**src/rtl/sppm_pkg.sv**
```systemverilog
package sppm_pkg;
    typedef enum logic {
        SLOT_FREE  = 1'b0,
        SLOT_COUNT = 1'b1
    } slot_state_t;

    typedef enum logic {
        OUT_IDLE  = 1'b0,
        OUT_PULSE = 1'b1
    } out_state_t;
endpackage

```
**src/rtl/sppm_rr.sv**
```systemverilog
module sppm_rr #(
    parameter int SLOTS = 8
) (
    input  logic             clk,
    input  logic             rst_n,
    input  logic             clr_i,
    input  logic             adv_i,
    output logic [SLOTS-1:0] sel_o
);
    localparam int PW = (SLOTS > 1) ? $clog2(SLOTS) : 1;
    localparam logic [PW-1:0] LAST = PW'(SLOTS - 1);

    logic [PW-1:0] ptr_q;

    always_ff @(posedge clk or negedge rst_n) begin
        if (!rst_n)
            ptr_q <= '0;
        else if (clr_i)
            ptr_q <= '0;
        else if (adv_i)
            ptr_q <= (ptr_q == LAST) ? '0 : ptr_q + 1'b1;
    end

    always_comb begin
        sel_o = '0;
        sel_o[ptr_q] = 1'b1;
    end
endmodule

```
**src/rtl/sppm_slot.sv**
```systemverilog
module sppm_slot
    import sppm_pkg::*;
#(
    parameter int TAG_W  = 16,
    parameter int COST_W = 10
) (
    input  logic              clk,
    input  logic              rst_n,
    input  logic              clr_i,
    input  logic              evt_i,
    input  logic [TAG_W-1:0]  tag_i,
    input  logic [COST_W-1:0] thresh_i,
    input  logic              alloc_i,
    output logic              hit_o,
    output logic              fire_o
);
    localparam logic [COST_W-1:0] CNT_MAX = '1;

    slot_state_t       st_q, st_d;
    logic [TAG_W-1:0]  tag_q;
    logic [COST_W-1:0] cnt_q, cnt_nx;
    logic              bump;

    assign hit_o  = (st_q == SLOT_COUNT) && (tag_q == tag_i);
    assign bump   = evt_i && hit_o;
    assign cnt_nx = (cnt_q == CNT_MAX) ? CNT_MAX : cnt_q + 1'b1;
    assign fire_o = bump && (thresh_i != '0) && (cnt_nx >= thresh_i);

    always_comb begin
        st_d = st_q;
        unique case (st_q)
            SLOT_FREE:  if (!clr_i && alloc_i) st_d = SLOT_COUNT;
            SLOT_COUNT: if (clr_i || fire_o)   st_d = SLOT_FREE;
            default:    st_d = SLOT_FREE;
        endcase
    end

    always_ff @(posedge clk or negedge rst_n) begin
        if (!rst_n)
            st_q <= SLOT_FREE;
        else
            st_q <= st_d;
    end

    always_ff @(posedge clk or negedge rst_n) begin
        if (!rst_n) begin
            tag_q <= '0;
            cnt_q <= '0;
        end else if (alloc_i && !clr_i) begin
            tag_q <= tag_i;
            cnt_q <= COST_W'(1);
        end else if (bump && !fire_o) begin
            cnt_q <= cnt_nx;
        end
    end

    AST_FREED_AFTER_FIRE: assert property (@(posedge clk) disable iff (!rst_n)
        fire_o |=> (st_q == SLOT_FREE));
    AST_ALLOC_STARTS_ONE: assert property (@(posedge clk) disable iff (!rst_n)
        (alloc_i && !clr_i) |=> (cnt_q == COST_W'(1)));
endmodule

```
**src/rtl/sppm_top.sv**
```systemverilog
module sppm_top
    import sppm_pkg::*;
#(
    parameter int VPN_W    = 20,
    parameter int OFS_BITS = 4,
    parameter int TRACKERS = 8,
    parameter int COST_W   = 10
) (
    input  logic              clk,
    input  logic              rst_n,
    input  logic              clr,
    input  logic              miss_valid,
    input  logic [VPN_W-1:0]  miss_vpn,
    input  logic [COST_W-1:0] copy_cost,
    output logic              promote,
    output logic [VPN_W-1:0]  promote_base
);
    localparam int TAG_W = VPN_W - OFS_BITS;

    logic [TAG_W-1:0]    tag;
    logic                evt;
    logic [TRACKERS-1:0] hit, fire, sel, alloc;
    logic                any_hit, alloc_fire, alloc_go, fire_any;
    out_state_t          out_q, out_d;
    logic [VPN_W-1:0]    base_q;

    assign tag        = miss_vpn[VPN_W-1:OFS_BITS];
    assign evt        = miss_valid && !clr;
    assign any_hit    = |hit;
    assign alloc_fire = evt && !any_hit && (copy_cost == COST_W'(1));
    assign alloc_go   = evt && !any_hit && (copy_cost != COST_W'(1));
    assign alloc      = alloc_go ? sel : '0;
    assign fire_any   = (|fire) || alloc_fire;

    sppm_rr #(.SLOTS(TRACKERS)) u_rr (
        .clk   (clk),
        .rst_n (rst_n),
        .clr_i (clr),
        .adv_i (alloc_go),
        .sel_o (sel)
    );

    for (genvar g = 0; g < TRACKERS; g++) begin : g_slot
        sppm_slot #(.TAG_W(TAG_W), .COST_W(COST_W)) u_slot (
            .clk      (clk),
            .rst_n    (rst_n),
            .clr_i    (clr),
            .evt_i    (evt),
            .tag_i    (tag),
            .thresh_i (copy_cost),
            .alloc_i  (alloc[g]),
            .hit_o    (hit[g]),
            .fire_o   (fire[g])
        );
    end

    always_comb begin
        out_d = OUT_IDLE;
        unique case (out_q)
            OUT_IDLE:  if (fire_any) out_d = OUT_PULSE;
            OUT_PULSE: if (fire_any) out_d = OUT_PULSE;
            default:   out_d = OUT_IDLE;
        endcase
    end

    always_ff @(posedge clk or negedge rst_n) begin
        if (!rst_n) begin
            out_q  <= OUT_IDLE;
            base_q <= '0;
        end else begin
            out_q <= out_d;
            if (fire_any)
                base_q <= {tag, {OFS_BITS{1'b0}}};
        end
    end

    assign promote      = (out_q == OUT_PULSE);
    assign promote_base = base_q;

    AST_HIT_ONEHOT: assert property (@(posedge clk) disable iff (!rst_n)
        $onehot0(hit));
    AST_DISABLED_SILENT: assert property (@(posedge clk) disable iff (!rst_n)
        (copy_cost == '0) |=> !promote);
    AST_CLR_QUIET: assert property (@(posedge clk) disable iff (!rst_n)
        clr |=> !promote);
    AST_BASE_ALIGNED: assert property (@(posedge clk) disable iff (!rst_n)
        promote |-> (promote_base[OFS_BITS-1:0] == '0));
endmodule

```
**config.mk**
```make
export PLATFORM = sky130hd
export DESIGN_NAME = sppm_top
export DESIGN_NICKNAME = d
export VERILOG_FILES = /design/src/rtl/sppm_pkg.sv /design/src/rtl/sppm_rr.sv /design/src/rtl/sppm_slot.sv /design/src/rtl/sppm_top.sv
export SDC_FILE = /design/constraint.sdc
export NUM_CORES = 1
export LEC_CHECK = 0
export BUFFER_PORTS_ARGS = -buffer_cell sky130_fd_sc_hd__buf_2
export CAP_MARGIN = 40
export CORE_ASPECT_RATIO = 0.8
export CORE_MARGIN = 2
export CORE_UTILIZATION = 40
export DETAILED_ROUTE_END_ITERATION = 7
export RECOVER_POWER = 50
export SLEW_MARGIN = 0
export SYNTH_ARGS = -nofsm -noshare
export SYNTH_HDL_FRONTEND = slang
export SYNTH_SLANG_ARGS = --single-unit
```
**constraint.sdc**
```tcl
create_clock -name clk -period 7.8 [get_ports clk]
set_input_delay 0.78 -clock clk [delete_from_list [all_inputs] [get_ports clk]]
set_output_delay 0.78 -clock clk [all_outputs]
set_load 0.005 [all_outputs]
```
* Yosys cells after proc, flatten, opt, wreduce, memory -nomap -nowiden
Cells that the tools add are included.
** Storage, ports and cells
- Bits in latches :: 0
- Memory bits (writable) :: 0
- Register bits after elaboration :: 236
- Memory bits (read-only) :: 0
- Memories kept :: 0
** Cells by class
- Shift-type cells :: 0
- Magnitude comparators :: 10
- Equal/unequal tests :: 19
- $mul :: 0
- Bitwise gates (word level) :: 8
- Divide/modulo/power cells :: 0
- Reduce and logical (&&, ||, !) cells :: 84
- Add/subtract/negate cells :: 9
- Mux-type cells :: 55
** Operators with widths (number)
- 2-to-1 mux 10 bit :: 24
- == test 16 bit :: 8
- adder 10 x 1 -> 10 bit, second input constant :: 8
- == test 10 bit, second input constant :: 8
- greater-or-equal comparator 10 bit :: 8
- logical AND 1 bit :: 53
- 2-to-1 mux 1 bit :: 18
- nonzero test 2 bit :: 9
- one-hot mux 1 bit (2 select lines) :: 8
- OR reduction 8 bit :: 2
- == test 10 x 1 -> 1 bit, second input constant :: 1
- logical NOT 1 bit :: 10
- inequality test 10 x 1 -> 1 bit, second input constant :: 1
- nonzero test 10 bit :: 1
- logical OR 1 bit :: 9
- 2-to-1 mux 3 bit :: 3
- 2-to-1 mux 8 bit :: 1
- NOT 1 bit :: 8
- < comparator 3 x 4 -> 1 bit, second input constant :: 1
- adder 3 x 1 -> 3 bit, second input constant :: 1
- demux 1 bit (select 3 bit) :: 1
- == test 3 bit, second input constant :: 1
- greater-or-equal comparator 3 x 1 -> 1 bit, second input constant :: 1

* Depth between registers and ports, before layout
- Word-level depth :: 10
- Gate-level depth with buffers :: 18
- Gate-level depth less buffers :: 16

* Modules after synthesis
From an unflattened synthesis, not the netlist that was laid out.
** Unflattened totals
- Cell total of the unflattened synthesis :: 1523
- Area total of the unflattened synthesis :: 15757.6 um^2
** By module, submodules not included
- sppm_slot :: area each 1831.8 um^2, cells an instance 180, instances 8, sequential area each 675.6 um^2
- sppm_top :: area each 873.3 um^2, cells an instance 60, instances 1, sequential area each 425.4 um^2
- sppm_rr :: area each 230.2 um^2, cells an instance 23, instances 1, sequential area each 75.1 um^2

* Least setup slack after synthesis
OpenSTA, ideal clock, no wires.
- Kind :: register to register
- Start point :: register g_slot[4].u_slot.cnt_q[0]
- End point :: register base_q[10], in the netlist promote_base[10]
- Data required time :: 7.673 ns
- Data arrival time :: 4.079 ns
- Stages on the path, launching flop included :: 19
- Setup time :: 0.127 ns
- Period minus slack after synthesis :: 4.207 ns
- Path slack :: 3.593 ns
- Cells stage by stage :: dfrtp_1 -> ha_1 -> and3_1 -> and3_1 -> clkbuf_1 -> and3_1 -> nand3_1 -> clkbuf_1 -> o21ai_0 -> ha_1 -> a211o_1 -> a21oi_1 -> o21ai_0 -> a221o_1 -> a222oi_1 -> a41o_1 -> o311ai_4 -> buf_6 -> mux2_1
** Between the ends
- Longest elaborated chain between the ends :: 6
- Elaborated cells between the ends (all ways) :: 7
** RTL lines
- start: declaration :: line sppm_slot.sv:21 : logic [COST_W-1:0] cnt_q, cnt_nx;
- start signal: assignment :: line sppm_slot.sv:53 : cnt_q <= cnt_nx;
- adder 10 x 1 -> 10 bit or == test 10 bit (tied branches) :: line sppm_slot.sv:26 : assign cnt_nx = (cnt_q == CNT_MAX) ? CNT_MAX : cnt_q + 1'b1;
- 2-to-1 mux 10 bit * :: line sppm_slot.sv:26
- greater-or-equal comparator 10 bit * :: line sppm_slot.sv:27 : assign fire_o = bump && (thresh_i != '0) && (cnt_nx >= thresh_i);
- logical AND 1 bit * :: line sppm_slot.sv:27
- OR reduction 8 bit * :: line sppm_top.sv:33 : assign fire_any = (|fire) || alloc_fire;
- logical OR 1 bit * :: line sppm_top.sv:33
- end signal: assignment :: line sppm_top.sv:73 : base_q <= {tag, {OFS_BITS{1'b0}}};
- end: declaration :: line sppm_top.sv:25 : logic [VPN_W-1:0] base_q;
Every way passes the cells marked *; elsewhere a longest branch is shown, timed or not.
A chain may end at the register's enable or synchronous reset.

* Worst setup path in the final report
- Start point :: register g_slot[4].u_slot.cnt_q[0]
- End point :: register base_q[18], in the netlist promote_base[18]
The elaborated chain is that of the path after synthesis.

==> out/metrics.cfg <==
[run_status]
status=finished with violations
violations=max-capacitance violations, max-slew violations

[global_route]
grt-ovfl-total=0
antenna_found_initial=0
grt_pass1_vias=10304
grt_use_total_pct=18.7
grt_max_degree=128
grt_pass1_wl_um=57400

[yosys]
ys_ff_latch=236
synthTopCellsByCount=236 x dfrtp_1, 100 x nand2_1, 90 x ha_1, 84 x nor2_1, 82 x xor2_1
syn_inst=1406
synth_ff_type=dfrtp_1
yosys.area.top_type=dfrtp_1
synth_area_leaders=dfrtp_1 40%, ha_1 7.6%, mux2_2 5.7%
synth_edf_count=0
yosysSeqAreaShare_pct=39.6
yosysMostFrequentCell=dfrtp_1
synth_warnings=0
synth_top_area_share_pct=39.6
async_reset_ff_share_pct=100
avgSynthCellArea_um2=10.6
synth_area_um2=14900
synth_cell_types=67

[final_layout]
final_area_um2=16300
final_util_pct=44.2
area_growth_pct=9.26
n_antenna_cell=0
layout-drive-gt1-share_pct=15.5
fillers=3538
nNetsFinal=1541

[worst_setup_path]
crit_top_cell=and3_1
regToRegStartpoint=g_slot[4].u_slot.cnt_q[0]$_DFFE_PN0P_
worstPathArrival_ns=5.32
crit_chain=ha_1 -> and3_1 -> and3_1 -> and3_1 -> nand3_1 -> o21ai_0 -> ha_1 -> a211o_1 -> a21oi_1 -> o21ai_0 -> a221o_1 -> a222oi_1 -> a41o_1 -> o311ai_4 -> buf_8 -> mux2_1
crit_type=flop to flop
rr_worst_depth=16
startpoint_type=flop
crit_required_ns=8.23
crit_path_start=g_slot[4].u_slot.cnt_q[0]$_DFFE_PN0P_
rrSetupSlack_ns=2.91
cpMaxStageDelayCell=dfrtp_1
cp-end-kind=flop
worst-path-max-fanout=11
worstReg2RegEnd=promote_base[18]$_DFFE_PN0P_
cpPeakStageDelay_ns=0.45

[die]
die_y_um=177
rows=63
dieArea_um2=38800
ios=55
start_util_pct=40.4
die_x_um=220
design.core.area_um2=36900

[placement]
gp_congestion=0.853
dp_hpwl_um=24600
placed_area_um2=15400
portBuffers=46
dpl_worst_slack_ns=2.97

[drt]
drt-wirelength-per-cell_um=18.4
antenna_left=0
initialDrtViolationCount=588
drt_first_pass_iters=5
vias=10458
drc=0
via_per_inst=5.44
wl_um=35300

[power_and_ir_drop]
p_per_area_nw_per_um2=183
power_leakage_nw=7.96
peakVddDrop_mv=0.187

[clock_tree]
root_buffer=clkbuf_16
cts.path.max_buffers=3
cts_buffers=27
ctsHtreeMaxLevel=1
clock_latency_ns=0.56
cts_hold_buf=0
ctsResizeCount=0
tritoncts=built
clkTransAtPathRegs_ns=0.06
cts_sinks=236
cts_setup_buffers=0

[timing]
setup-violations-final=0
fmax_ghz=0.205
worst_slack_ns=2.91
fin_crit_sh_pct=62.7
period_minus_slack_ns=4.89
final.setup.tns_ns=0
hold-worst-slack_ns=0.275
final-hold-violation-count=0
skew_ns=0.0133
drv_slew=113
rsz0062_at_grt=false
worstMarginPinSlew_ns=3.25
relSlewSlack_pct=-117

[min_path]
hold_class=primary input to async pin

[job]
max_cap_violations=2

kinds of logic after synthesis:
group	count (synthesis)	synth area share (%)
XOR/XNOR	160	9.45
buffers and inverters	104	4.52
other	1	0.0251
AND/OR/NAND/NOR	417	14.7
adder cells (fa/ha/maj)	90	7.55
multiplexers	198	15.3
flip-flops	236	39.6
AO/OA/AOI/OAI	200	8.79
area by class of cell:
class / instances / area, um^2 / share of cell area (%)
Clock buffer: 34 / 752 / 4.62
Timing Repair Buffer: 60 / 382 / 2.34
Inverter: 23 / 86.3 / 0.530
Clock inverter: 13 / 200 / 1.23
Sequential cell: 236 / 5910 / 36.2
Multi-Input combinational cell: 1069 / 8360 / 51.3
Tap cell: 487 / 609 / 3.74
worst max path at each step:
| stage | cells past startpoint | to |
|---|---|---|
| global placement | 9 | g_slot[5].u_slot.tag_q[15]$_DFFE_PN0P_ |
| finish | 16 | promote_base[18]$_DFFE_PN0P_ |
| CTS | 16 | promote_base[11]$_DFFE_PN0P_ |
| global route | 16 | promote_base[18]$_DFFE_PN0P_ |
| floorplan | 18 | promote_base[10]$_DFFE_PN0P_ |
| detailed placement | 16 | promote_base[18]$_DFFE_PN0P_ |
per-layer routing:
layer,vias up,track usage [%],routed length (um)
li1,5082,-,-
met1,5134,28.5,18100
met2,193,27.7,14900
met3,49,3.02,1530
met4,0,4.28,764
met5,-,0,0
cell usage in the layout (no fill, tap or decap), types with 17 or more instances in the layout:
| cell type | netlist | layout |
|---|---|---|
| dfrtp_1 | 236 | 236 |
| nand2_1 | 100 | 100 |
| ha_1 | 90 | 90 |
| nor2_1 | 84 | 84 |
| xor2_1 | 82 | 82 |
| xnor2_1 | 77 | 77 |
| mux2_2 | 76 | 76 |
| a21oi_1 | 59 | 59 |
| nand3_1 | 55 | 55 |
| mux2i_1 | 50 | 50 |
| o21ai_0 | 43 | 43 |
| mux2_1 | 40 | 40 |
| buf_2 | 14 | 37 |
| nor4_1 | 32 | 32 |
| mux2_4 | 32 | 32 |
| clkbuf_16 | 0 | 27 |
| and3_1 | 25 | 25 |
| nand2b_1 | 23 | 23 |
| a21o_1 | 23 | 23 |
| inv_1 | 22 | 22 |
| nand4_1 | 17 | 17 |
critical path: cells and delay by family, from the launching register on:
| family | cells | cell delay, ns |
|---|---|---|
| AND/OR/NAND/NOR | 4 | 1.08 |
| multiplexers | 1 | 0.31 |
| buffers and inverters | 1 | 0.24 |
| AO/OA/AOI/OAI | 8 | 2.13 |
| adder cells (fa/ha/maj) | 2 | 0.54 |
| flip-flops | 1 | 0.45 |
stage by stage:
step                power [mW]  instances
global placement          1.63       1868
floorplan                 1.55       1409
global route              3.11       1922
detailed placement        1.63       1875
finish                    2.99       1922
CTS                       3.02       1922
power breakdown:
part           switching (mW)  internal (mW)  leakage (nW)
logic                   0.160          0.128          4.29
clock network           0.535          0.842         0.458
registers              0.0408           1.28          3.21
registers in the layout, summed over array words and instances, names as in the netlist:
signal and cells:
promote_base 16, u_rr.ptr_q 3, promote 1, g_slot.u_slot.tag_q 128
g_slot.u_slot.st_q 8, g_slot.u_slot.cnt_q 80
No activity file was read; power rests on OpenSTA's default activity.
